===== src/rtl/burst_pkg.sv =====
package burst_pkg;

  typedef enum logic {
    ORD_LINEAR = 1'b0,
    ORD_XOR    = 1'b1
  } burst_order_e;

endpackage


===== src/rtl/burst_ctrl.sv =====
module burst_ctrl
  import burst_pkg::*;
(
  input  logic         clk,
  input  logic         rst_n,
  input  logic         clk_en_i,
  input  logic         adv_i,
  input  logic         sel_i,
  input  logic         wr_i,
  input  logic         order_i,
  output logic         load_o,
  output logic         step_o,
  output logic         active_o,
  output logic         wr_lat_o,
  output burst_order_e order_lat_o
);

  logic         active_q;
  logic         wr_q;
  burst_order_e order_q;
  logic         desel;

  assign load_o = clk_en_i && !adv_i && sel_i;
  assign desel  = clk_en_i && !adv_i && !sel_i;
  assign step_o = clk_en_i && adv_i && active_q;

  always_ff @(posedge clk or negedge rst_n) begin
    if (!rst_n) begin
      active_q <= 1'b0;
      wr_q     <= 1'b0;
      order_q  <= ORD_LINEAR;
    end else if (load_o) begin
      active_q <= 1'b1;
      wr_q     <= wr_i;
      order_q  <= burst_order_e'(order_i);
    end else if (desel) begin
      active_q <= 1'b0;
    end
  end

  assign active_o    = active_q;
  assign wr_lat_o    = wr_q;
  assign order_lat_o = order_q;

  AST_DESEL_CLEARS: assert property (@(posedge clk) disable iff (!rst_n)
    (clk_en_i && !adv_i && !sel_i) |=> !active_o);
  AST_IDLE_STAYS_IDLE: assert property (@(posedge clk) disable iff (!rst_n)
    (clk_en_i && adv_i && !active_o) |=> !active_o);
  AST_TYPE_KEPT: assert property (@(posedge clk) disable iff (!rst_n)
    (clk_en_i && adv_i && active_o) |=> (wr_lat_o == $past(wr_lat_o)));
  AST_ORDER_KEPT: assert property (@(posedge clk) disable iff (!rst_n)
    (clk_en_i && adv_i && active_o) |=> (order_lat_o == $past(order_lat_o)));
  AST_CTRL_HOLD: assert property (@(posedge clk) disable iff (!rst_n)
    !clk_en_i |=> ($stable(active_o) && $stable(wr_lat_o)));

endmodule


===== src/rtl/burst_seq.sv =====
module burst_seq #(
  parameter int ADDR_W = 17,
  parameter int BEAT_W = 2
) (
  input  logic              clk,
  input  logic              rst_n,
  input  logic              load_i,
  input  logic              step_i,
  input  logic [ADDR_W-1:0] addr_i,
  output logic [ADDR_W-1:0] base_o,
  output logic [BEAT_W-1:0] beat_o
);

  logic [ADDR_W-1:0] base_q;
  logic [BEAT_W-1:0] beat_q;

  always_ff @(posedge clk or negedge rst_n) begin
    if (!rst_n) begin
      base_q <= '0;
      beat_q <= '0;
    end else if (load_i) begin
      base_q <= addr_i;
      beat_q <= '0;
    end else if (step_i) begin
      beat_q <= beat_q + 1'b1;
    end
  end

  assign base_o = base_q;
  assign beat_o = beat_q;

  AST_LOAD_BASE: assert property (@(posedge clk) disable iff (!rst_n)
    load_i |=> (base_o == $past(addr_i) && beat_o == '0));
  AST_STEP_WRAPS: assert property (@(posedge clk) disable iff (!rst_n)
    step_i |=> (beat_o == BEAT_W'($past(beat_o) + 1'b1)));
  AST_BASE_KEPT: assert property (@(posedge clk) disable iff (!rst_n)
    (step_i && !load_i) |=> $stable(base_o));

endmodule


===== src/rtl/burst_order_map.sv =====
module burst_order_map
  import burst_pkg::*;
#(
  parameter int BEAT_W = 2
) (
  input  logic [BEAT_W-1:0] start_i,
  input  logic [BEAT_W-1:0] beat_i,
  input  burst_order_e      order_i,
  output logic [BEAT_W-1:0] low_o
);

  logic [BEAT_W-1:0] lin_low;
  logic [BEAT_W-1:0] xor_low;

  assign lin_low = start_i + beat_i;

  for (genvar b = 0; b < BEAT_W; b++) begin : g_xor_bit
    assign xor_low[b] = start_i[b] ^ beat_i[b];
  end

  always_comb begin
    unique case (order_i)
      ORD_XOR: low_o = xor_low;
      default: low_o = lin_low;
    endcase
  end

  always_comb begin
    if (beat_i == '0) begin
      AST_BEAT0_IS_START: assert (low_o == start_i);
    end
  end

endmodule


===== src/rtl/burst_addr_gen.sv =====
module burst_addr_gen
  import burst_pkg::*;
#(
  parameter int ADDR_W = 17,
  parameter int BEAT_W = 2
) (
  input  logic              clk,
  input  logic              rst_n,
  input  logic              clk_en_i,
  input  logic              adv_i,
  input  logic              sel_i,
  input  logic              wr_i,
  input  logic              order_i,
  input  logic [ADDR_W-1:0] addr_i,
  output logic [ADDR_W-1:0] addr_o,
  output logic              beat_vld_o,
  output logic              beat_wr_o,
  output logic [BEAT_W-1:0] beat_idx_o
);

  localparam int HI_W = ADDR_W - BEAT_W;

  logic              load;
  logic              step;
  logic              active;
  logic              wr_lat;
  burst_order_e      order_lat;
  logic [ADDR_W-1:0] base;
  logic [BEAT_W-1:0] beat;
  logic [BEAT_W-1:0] low;

  burst_ctrl u_ctrl (
    .clk        (clk),
    .rst_n      (rst_n),
    .clk_en_i   (clk_en_i),
    .adv_i      (adv_i),
    .sel_i      (sel_i),
    .wr_i       (wr_i),
    .order_i    (order_i),
    .load_o     (load),
    .step_o     (step),
    .active_o   (active),
    .wr_lat_o   (wr_lat),
    .order_lat_o(order_lat)
  );

  burst_seq #(.ADDR_W(ADDR_W), .BEAT_W(BEAT_W)) u_seq (
    .clk   (clk),
    .rst_n (rst_n),
    .load_i(load),
    .step_i(step),
    .addr_i(addr_i),
    .base_o(base),
    .beat_o(beat)
  );

  burst_order_map #(.BEAT_W(BEAT_W)) u_map (
    .start_i(base[BEAT_W-1:0]),
    .beat_i (beat),
    .order_i(order_lat),
    .low_o  (low)
  );

  assign addr_o     = {base[ADDR_W-1:BEAT_W], low};
  assign beat_vld_o = active;
  assign beat_wr_o  = wr_lat;
  assign beat_idx_o = beat;

  AST_UPPER_KEPT: assert property (@(posedge clk) disable iff (!rst_n)
    (clk_en_i && adv_i && beat_vld_o) |=>
      (addr_o[ADDR_W-1:BEAT_W] == $past(addr_o[ADDR_W-1:BEAT_W])));
  AST_OUT_HOLD: assert property (@(posedge clk) disable iff (!rst_n)
    !clk_en_i |=> ($stable(addr_o) && $stable(beat_vld_o) && $stable(beat_idx_o)));
  AST_LOAD_VISIBLE: assert property (@(posedge clk) disable iff (!rst_n)
    (clk_en_i && !adv_i && sel_i) |=> (beat_vld_o && addr_o == $past(addr_i)));
  AST_ADV_IGNORES_SEL: assert property (@(posedge clk) disable iff (!rst_n)
    (clk_en_i && adv_i && beat_vld_o) |=> beat_vld_o);

  if (HI_W < 1) begin : g_bad_width
    initial AST_WIDTH_OK: assert (0);
  end

endmodule


===== config.mk =====
export PLATFORM = sky130hd
export DESIGN_NAME = burst_addr_gen
export DESIGN_NICKNAME = d
export VERILOG_FILES = /design/src/rtl/burst_pkg.sv /design/src/rtl/burst_ctrl.sv /design/src/rtl/burst_seq.sv /design/src/rtl/burst_order_map.sv /design/src/rtl/burst_addr_gen.sv
export SDC_FILE = /design/constraint.sdc
export NUM_CORES = 1
export LEC_CHECK = 0
export ABC_AREA = 1
export BUFFER_PORTS_ARGS = -buffer_cell sky130_fd_sc_hd__buf_2
export CAP_MARGIN = 10
export CORE_MARGIN = 2
export CORE_UTILIZATION = 51
export CTS_CLUSTER_SIZE = 8
export DETAILED_ROUTE_END_ITERATION = 12
export PLACE_DENSITY = 0.84
export SKIP_CTS_REPAIR_TIMING = 1
export SLEW_MARGIN = 40
export SYNTH_ARGS = -nofsm -noshare
export SYNTH_HDL_FRONTEND = slang
export SYNTH_SLANG_ARGS = --single-unit

===== constraint.sdc =====
create_clock -name clk -period 3.4 [get_ports clk]
set_clock_uncertainty 0.15 [all_clocks]
set_input_delay 0.68 -clock clk [delete_from_list [all_inputs] [get_ports clk]]
set_output_delay 0.68 -clock clk [all_outputs]
set_load 0.02 [all_outputs]

* Yosys cells after proc, flatten, opt, wreduce, memory -nomap -nowiden *
Cells that the tools add are included.

word-level totals
  bits in registers = 22
  input bits = 24
  output and inout port bits = 21

cells by class
  reduce and logical (&&, ||, !) cells = 9
  multiplexer cells = 5
  bitwise operators = 2
  add/subtract/negate cells = 2

operators by type and width
  operator                                     number
  two-way mux 2 bit                            3
  logical AND 1 bit                            5
  nonzero test 2 bit                           2
  adder 2 x 1 -> 2 bit, second input constant  1
  adder 2 bit                                  1
  logical NOT 1 bit                            2
  two-way mux 1 bit                            2
  bitwise XOR 1 bit                            2

* Depth between registers and ports, before layout *
Gate-level depths: netlist of run 1.

  depth after elaboration = 5
  mapped depth = 7
  mapped depth without buffers = 7

* By module *
A second synthesis of run 1 with hierarchy kept.

second synthesis, totals
  cell total of the unflattened synthesis = 114
  area total of the unflattened synthesis = 964.7 µm²

by module, submodules not included
  module           times used  area each (µm²)  cells each
  burst_seq        1           757.0            82
  burst_ctrl       1           140.1            17
  burst_order_map  1           67.6             15

* Worst setup path before layout of run 1 *
No wires, ideal clock.

  kind = reg-to-output
  start point = register u_seq.beat_q[0], in the netlist u_seq.beat_o[0]
  end point = output port addr_o[1]
  arrival = 1,086 ps
  stages on the path, launching flop included = 8
  data required time = 2,570 ps
  slack = 1,484 ps
  cells stage by stage = dfrtp_1 ha_1 inv_1 nor2_1 inv_1 nand2_1 nand2_1 inv_1

between the ends
  word-level cells in the longest chain between the ends = 2

ends and longest elaborated chain
  what                      RTL line               source
  start: declaration        burst_seq.sv:15        logic [BEAT_W-1:0] beat_q;
  start signal: assignment  burst_seq.sv:25        beat_q <= beat_q + 1'b1;
  adder 2 bit               burst_order_map.sv:15  assign lin_low = start_i + beat_i;
  two-way mux 2 bit         burst_order_map.sv:22  unique case (order_i)
  end: declaration          burst_addr_gen.sv:15   output logic [ADDR_W-1:0] addr_o,

Every way passes these cells.

* Worst setup path in the final report of run 1 *
Same ends and word-level chain as after synthesis.

==> out/metrics.yaml, run 1 <==
rr_endpoint: "u_seq.beat_o[1]$_DFFE_PN0P_"
antenna_found_initial: 0
r2r_slack_ps: 2300
wl_per_cell_um: 11.83
p_leak_nw: 0.7486
regArea_sq_um: 550.5
initial_core_util_pct: 55.51
switching_share_pct: 34.82
nFillCells: 200
finalSetupTns_ps: 0
min_period_over_period_pct: 66.47
drive_gt1_share_pct: 32.08
reg2reg_depth: 4
end_kind: "primary output"
grt_pass1_wl_mm: 3.553
finalMaxSlewViolations: 0
comb_power_share_pct: 29.9
first_pass_iters: 4
fmax_mhz: 442.5
p_clk_share_pct: 20.7
ys_seq_area_share_pct: 49.05
cts_buffer_depth: 2
hold_viol_final: 0
p_switching_mw: 0.2335
synth_area_sq_um: 1122
vias: 893
synthToLayoutAreaGrowth_pct: 10.48
final_nets: 185
relSlewSlack_pct: 67.96
setup_viol: 0
crit_arrival_ps: 1430
ir_worst_vdd_mv: 0.3471
dp_hpwl_mm: 1.558
coreArea_sq_um: 2022
syn_nets: 157
drt-vias-per-instance: 4.801
port_buffers: 44
root_buffer: "clkbuf_4"
multiInputGateArea_sq_um: 365.4
dieArea_sq_um: 2592
ant_nets: 0
p_int_mw: 0.4371
regToRegStartpoint: "u_seq.beat_o[0]$_DFFE_PN0P_"
startpoint_type: "flip-flop"
cts_tree: "built"
fp.dieW_um: 50.91
clkSlewWorstSetupHoldPaths_ps: 110
drtIter0Drc: 16
synth_seq_cells: 22
htreeDepth: 1
grtUsageTotal_pct: 17.91
powerDensity_nw_per_um2: 540.9
p_total_mw: 0.6706
place_congestion: 0.7425
worstSetupPathType: "reg2out"
grt_pass1_vias: 789
critPathRequiredTime_ps: 2570
gr-total-overflow: 0
pwr-share-seq_pct: 49.4
rsz0062_at_grt: "false"
drt_wl_total_mm: 2.200
min_period_ps: 2260
worst_pin_slew_ps: 480.6
setup_ws_ps: 1140
hold_path.class: "in2async"
synth_warnings: 0
row_count: 16
cts_made_buffers: 3
clk_latency_ps: 290
drc: 0
utilization_pct: 61.32
status: "completed"
clkSinkCount: 22
postSynthCellCount: 132
critPathMaxFanout: 6
synthDistinctLibCells: 12
drv_cap: 0
synth_area_per_cell_sq_um: 8.502
grt_max_degree: 25
fp.dieH_um: 50.91
pin_count: 45
diodes: 0
dp_slack_ps: 1502
==> cell families after synthesis <==
kind of cell    share of synthesized area (%)
simple gates                            30.99
flops                                   49.05
buf+inv                                 18.39
fa+ha+maj                               1.115
compound gates                         0.4455
==> through the flow <==
| step | cell area [sq um] | hold WS (ps) | instances |
|---|---|---|---|
| 2_1_floorplan | 1122 | 234.4 | 132 |
| 3_3_place_gp | 1204 | 297.9 | 182 |
| 3_5_place_dp | 1204 | 304.4 | 182 |
| 4_1_cts | 1240 | 184.2 | 186 |
| 5_1_grt | 1240 | 181.1 | 186 |
| 6_report | 1240 | 171.7 | 186 |
==> cell usage in the layout, fill, tap and decap left out <==
cell type  synthesis  final
dfrtp_1           22     22
nand2_1           47     47
clkbuf_8           0      1
nor2_1             4      4
inv_2              1      1
nand3b_4           1      1
o21ai_0            1      1
clkbuf_4           0      3
nor2_4             1      1
inv_1              8      8
buf_2              0     44
nand3_1           25     25
ha_1               1      1
==> worst max-delay path by stage <==
stage | endpoint | slack (ps) | startpoint
global route | addr_o[1] | 1030 | u_seq.beat_o[0]$_DFFE_PN0P_
floorplan | addr_o[1] | 1480 | u_seq.beat_o[0]$_DFFE_PN0P_
CTS | addr_o[1] | 1150 | u_seq.beat_o[0]$_DFFE_PN0P_
global placement | addr_o[1] | 1560 | u_seq.beat_o[0]$_DFFE_PN0P_
finish | addr_o[1] | 1140 | u_seq.beat_o[0]$_DFFE_PN0P_
detailed placement | addr_o[1] | 1500 | u_seq.beat_o[0]$_DFFE_PN0P_
==> sequential cells by signal, indices dropped and copies added, names as in the netlist <==
name	flops
u_seq.base_o	17
u_seq.beat_o	2
u_ctrl.wr_lat_o	1
u_ctrl.order_lat_o	1
u_ctrl.active_o	1
==> power groups by stage <==
stage          sequential [mW]  clock, mW  combinational (mW)
2_1_floorplan            0.341          0               0.161
3_3_place_gp             0.333          0               0.194
3_5_place_dp             0.335          0               0.202
4_1_cts                  0.330      0.143               0.202
5_1_grt                  0.338      0.153               0.221
6_report                 0.332      0.139               0.200
==> metal layers <==
| layer | GRT usage [%] | vias to the layer above | wire length (um) |
|---|---|---|---|
| li1 | - | 450 | - |
| met1 | 24.71 | 409 | 1043 |
| met2 | 29.87 | 34 | 1028 |
| met3 | 1.754 | 0 | 129 |
| met4 | 5.405 | 0 | 0 |
| met5 | 0 | - | 0 |
==> cells in the mapped netlist <==
cell type,count,area share [%]
nor2_1,4,1.3
ha_1,1,1.1
nand2_1,47,16
nand3b_4,1,1.8
nor2_4,1,1.0
inv_2,1,0.33
o21ai_0,1,0.45
inv_1,8,2.7
dfrtp_1,22,49
nand3_1,25,11
buf_6,4,4.0
buf_4,17,11
==> area by class of cell <==
class | count | share of cell area, %
clock buffer | 4 | 2.926
inverter | 9 | 2.725
multi-input combinational | 80 | 29.47
sequential | 22 | 44.40
tap | 27 | 2.725
timing repair buffer | 44 | 17.76
==> critical path, stage by stage, from the launching register on <==
cell	delay, ps
dfrtp_1	460
ha_1	180
inv_1	30
nor2_1	120
inv_1	60
nand2_1	60
nand2_1	40
inv_1	40
buf_2	150
Power figures use the tool's default switching activity.
==> run 2: changes to the inputs <==
--- a/config.mk
+++ b/config.mk
@@ -9,10 +9,10 @@
 export BUFFER_PORTS_ARGS = -buffer_cell sky130_fd_sc_hd__buf_2
 export CAP_MARGIN = 10
 export CORE_MARGIN = 2
-export CORE_UTILIZATION = 51
+export CORE_UTILIZATION = 42
 export CTS_CLUSTER_SIZE = 8
 export DETAILED_ROUTE_END_ITERATION = 12
-export PLACE_DENSITY = 0.84
+export PLACE_DENSITY = 0.74
 export SKIP_CTS_REPAIR_TIMING = 1
 export SLEW_MARGIN = 40
 export SYNTH_ARGS = -nofsm -noshare
==> constraint.sdc (replaced) <==
create_clock -name clk -period 1.8 [get_ports clk]
set_clock_uncertainty 0.15 [all_clocks]
set_input_delay 0.36 -clock clk [delete_from_list [all_inputs] [get_ports clk]]
set_output_delay 0.36 -clock clk [all_outputs]
set_load 0.02 [all_outputs]
==> out/metrics.yaml, run 2 (synthesis gave the netlist of run 1 again) <==
status: "finished, violations left"  # was completed
violations: "setup timing"
coreArea_sq_um: 2500  # was 2022 sq um
dieArea_sq_um: 3102  # was 2592 sq um
holdWs_ps: 124.1  # was 171.7 ps
min_path_cells: 3
antenna_found_initial: 0  # unchanged
regToRegStartpoint: "u_seq.beat_o[0]$_DFFE_PN0P_"  # unchanged
cts_made_buffers: 3  # unchanged
setup_ws_ps: -22.89  # was 1140 ps
finalMaxSlewViolations: 0  # unchanged
fp.dieH_um: 55.70  # was 50.91 um
fp.dieW_um: 55.70  # was 50.91 um
hold_path.class: "in2reg"  # was in2async
nFillCells: 255  # was 200
drtIter0Drc: 38  # was 16
rr_endpoint: "u_seq.beat_o[1]$_DFFE_PN0P_"  # unchanged
final_cell_mix: "nand2_1, buf_2, nand3_1"  # unchanged
powerDensity_nw_per_um2: 1001  # was 540.9 nW/um^2
slowest_delay_ps: 430  # was 460 ps
holdPathEnd: "u_ctrl.order_lat_o$_DFFE_PN0P_"
min_period_over_period_pct: 101.3
port_buffers: 44  # unchanged
grtUsageTotal_pct: 14.06  # was 17.91%
crit_arrival_ps: 1310  # was 1430 ps
drive_gt1_share_pct: 35.58  # was 32.08%
gr-total-overflow: 0  # unchanged
r2r_slack_ps: 700  # was 2300 ps
vias: 912  # was 893
drt_wl_total_mm: 2.191  # was 2.200 mm
worstSetupPathType: "reg2out"  # unchanged
final_nets: 189  # was 185
initial_core_util_pct: 44.89  # was 55.51%
drt-vias-per-instance: 4.725  # was 4.801
fmax_mhz: 548.6
cp-startpoint: "u_seq.base_o[0]$_DFFE_PN0P_"  # was u_seq.beat_o[0]$_DFFE_PN0P_
cts_tree: "built"  # unchanged
root_buffer: "clkbuf_4"  # unchanged
relSlewSlack_pct: 68.71  # was 67.96%
first_pass_iters: 4  # unchanged
ir_worst_vdd_mv: 0.6857  # was 0.3471 mV
diodes: 0  # unchanged
p_leak_nw: 0.7671  # was 0.7486 nW
dp_hpwl_mm: 1.519  # was 1.558 mm
rsz0062_at_grt: "true"  # was false
htreeDepth: 1  # unchanged
finalSetupTns_ps: -22.89  # was 0 ps
setup_viol: 1  # was 0
largest_reg_flops: 17  # unchanged
utilization_pct: 51.95  # was 61.32%
cts_buffer_depth: 2  # unchanged
startpoint_type: "flip-flop"  # unchanged
critPathMaxFanout: 2  # was 6
clk_latency_ps: 310  # was 290 ps
drv_cap: 0  # unchanged
p_total_mw: 1.300  # was 0.6706 mW
drc: 0  # unchanged
clkSlewWorstSetupHoldPaths_ps: 120  # was 110 ps
synthToLayoutAreaGrowth_pct: 15.72  # was 10.48%
row_count: 18  # was 16
pin_count: 45  # unchanged
grt_pass1_vias: 817  # was 789
hold_viol_final: 0  # unchanged
grt_max_degree: 25  # unchanged
slowest_stage: "dfrtp_1"  # unchanged
critPathRequiredTime_ps: 1290  # was 2570 ps
end_kind: "primary output"  # unchanged
dp_slack_ps: 229.0  # was 1502 ps
grt_pass1_wl_mm: 3.567  # was 3.553 mm
worst_pin_slew_ps: 469.3  # was 480.6 ps
final_common_cell: "nand2_1"  # unchanged
path_cells: "ha_4 > inv_2 > nor2_2 > inv_1 > nand2_1 > nand2_1 > inv_1 > buf_6"  # was ha_1 > inv_1 > nor2_1 > inv_1 > nand2_1 > nand2_1 > inv_1 > buf_2
reg2reg_depth: 5  # was 4
ant_nets: 0  # unchanged
clkSinkCount: 22  # unchanged
wl_per_cell_um: 11.35  # was 11.83 um
min_period_ps: 1823
min-delay-start: "order_i"
place_congestion: 0.7227  # was 0.7425
-- run 2: metrics by stage --
step	area [sq um]	instances
after floorplan	1122	132
final	1299	193
after CTS	1251	190
after detailed placement	1215	186
after global routing	1299	193
after global placement	1215	186
-- run 2: report_power, final --
group          switching [mW]  leakage [nW]  internal [mW]
logic                   0.247         0.472          0.154
clock network           0.147        0.0210          0.123
registers              0.0533         0.274          0.574
total                   0.448         0.767          0.852
-- run 2: layer usage --
metal  GRT usage, %  share of wire (%)  up-vias
met5              0                  0        -
met4              0                  0        0
met3          6.279                 11        0
met2          23.30                 48       42
met1          18.13                 41      412
li1               -                  -      458
-- run 2: worst max-delay path by stage --
stage,end,slack (ps),cells past startpoint
6_report,addr_o[1],-20,8
5_1_grt,addr_o[1],-110,8
3_3_place_gp,addr_o[1],290,8
2_1_floorplan,addr_o[1],200,7
4_1_cts,addr_o[1],-120,8
3_5_place_dp,addr_o[1],230,8
-- run 2: cell type report --
| class | instances | area, sq um | share of cell area (%) |
|---|---|---|---|
| Timing Repair Buffer | 48 | 259.0 | 19.94 |
| Clock buffer | 4 | 36.28 | 2.794 |
| Tap cell | 30 | 37.54 | 2.890 |
| Multi-Input combinational cell | 80 | 380.4 | 29.29 |
| Inverter | 9 | 33.78 | 2.601 |
| Sequential cell | 22 | 551.8 | 42.49 |
-- run 2: critical path: cells and delay by family, from the launching register on --
family                   cells  cell delay (ps)
AND/OR/NAND/NOR              3              190
buffers and inverters        4              250
adder cells (fa/ha/maj)      1              150
flip-flops                   1              430
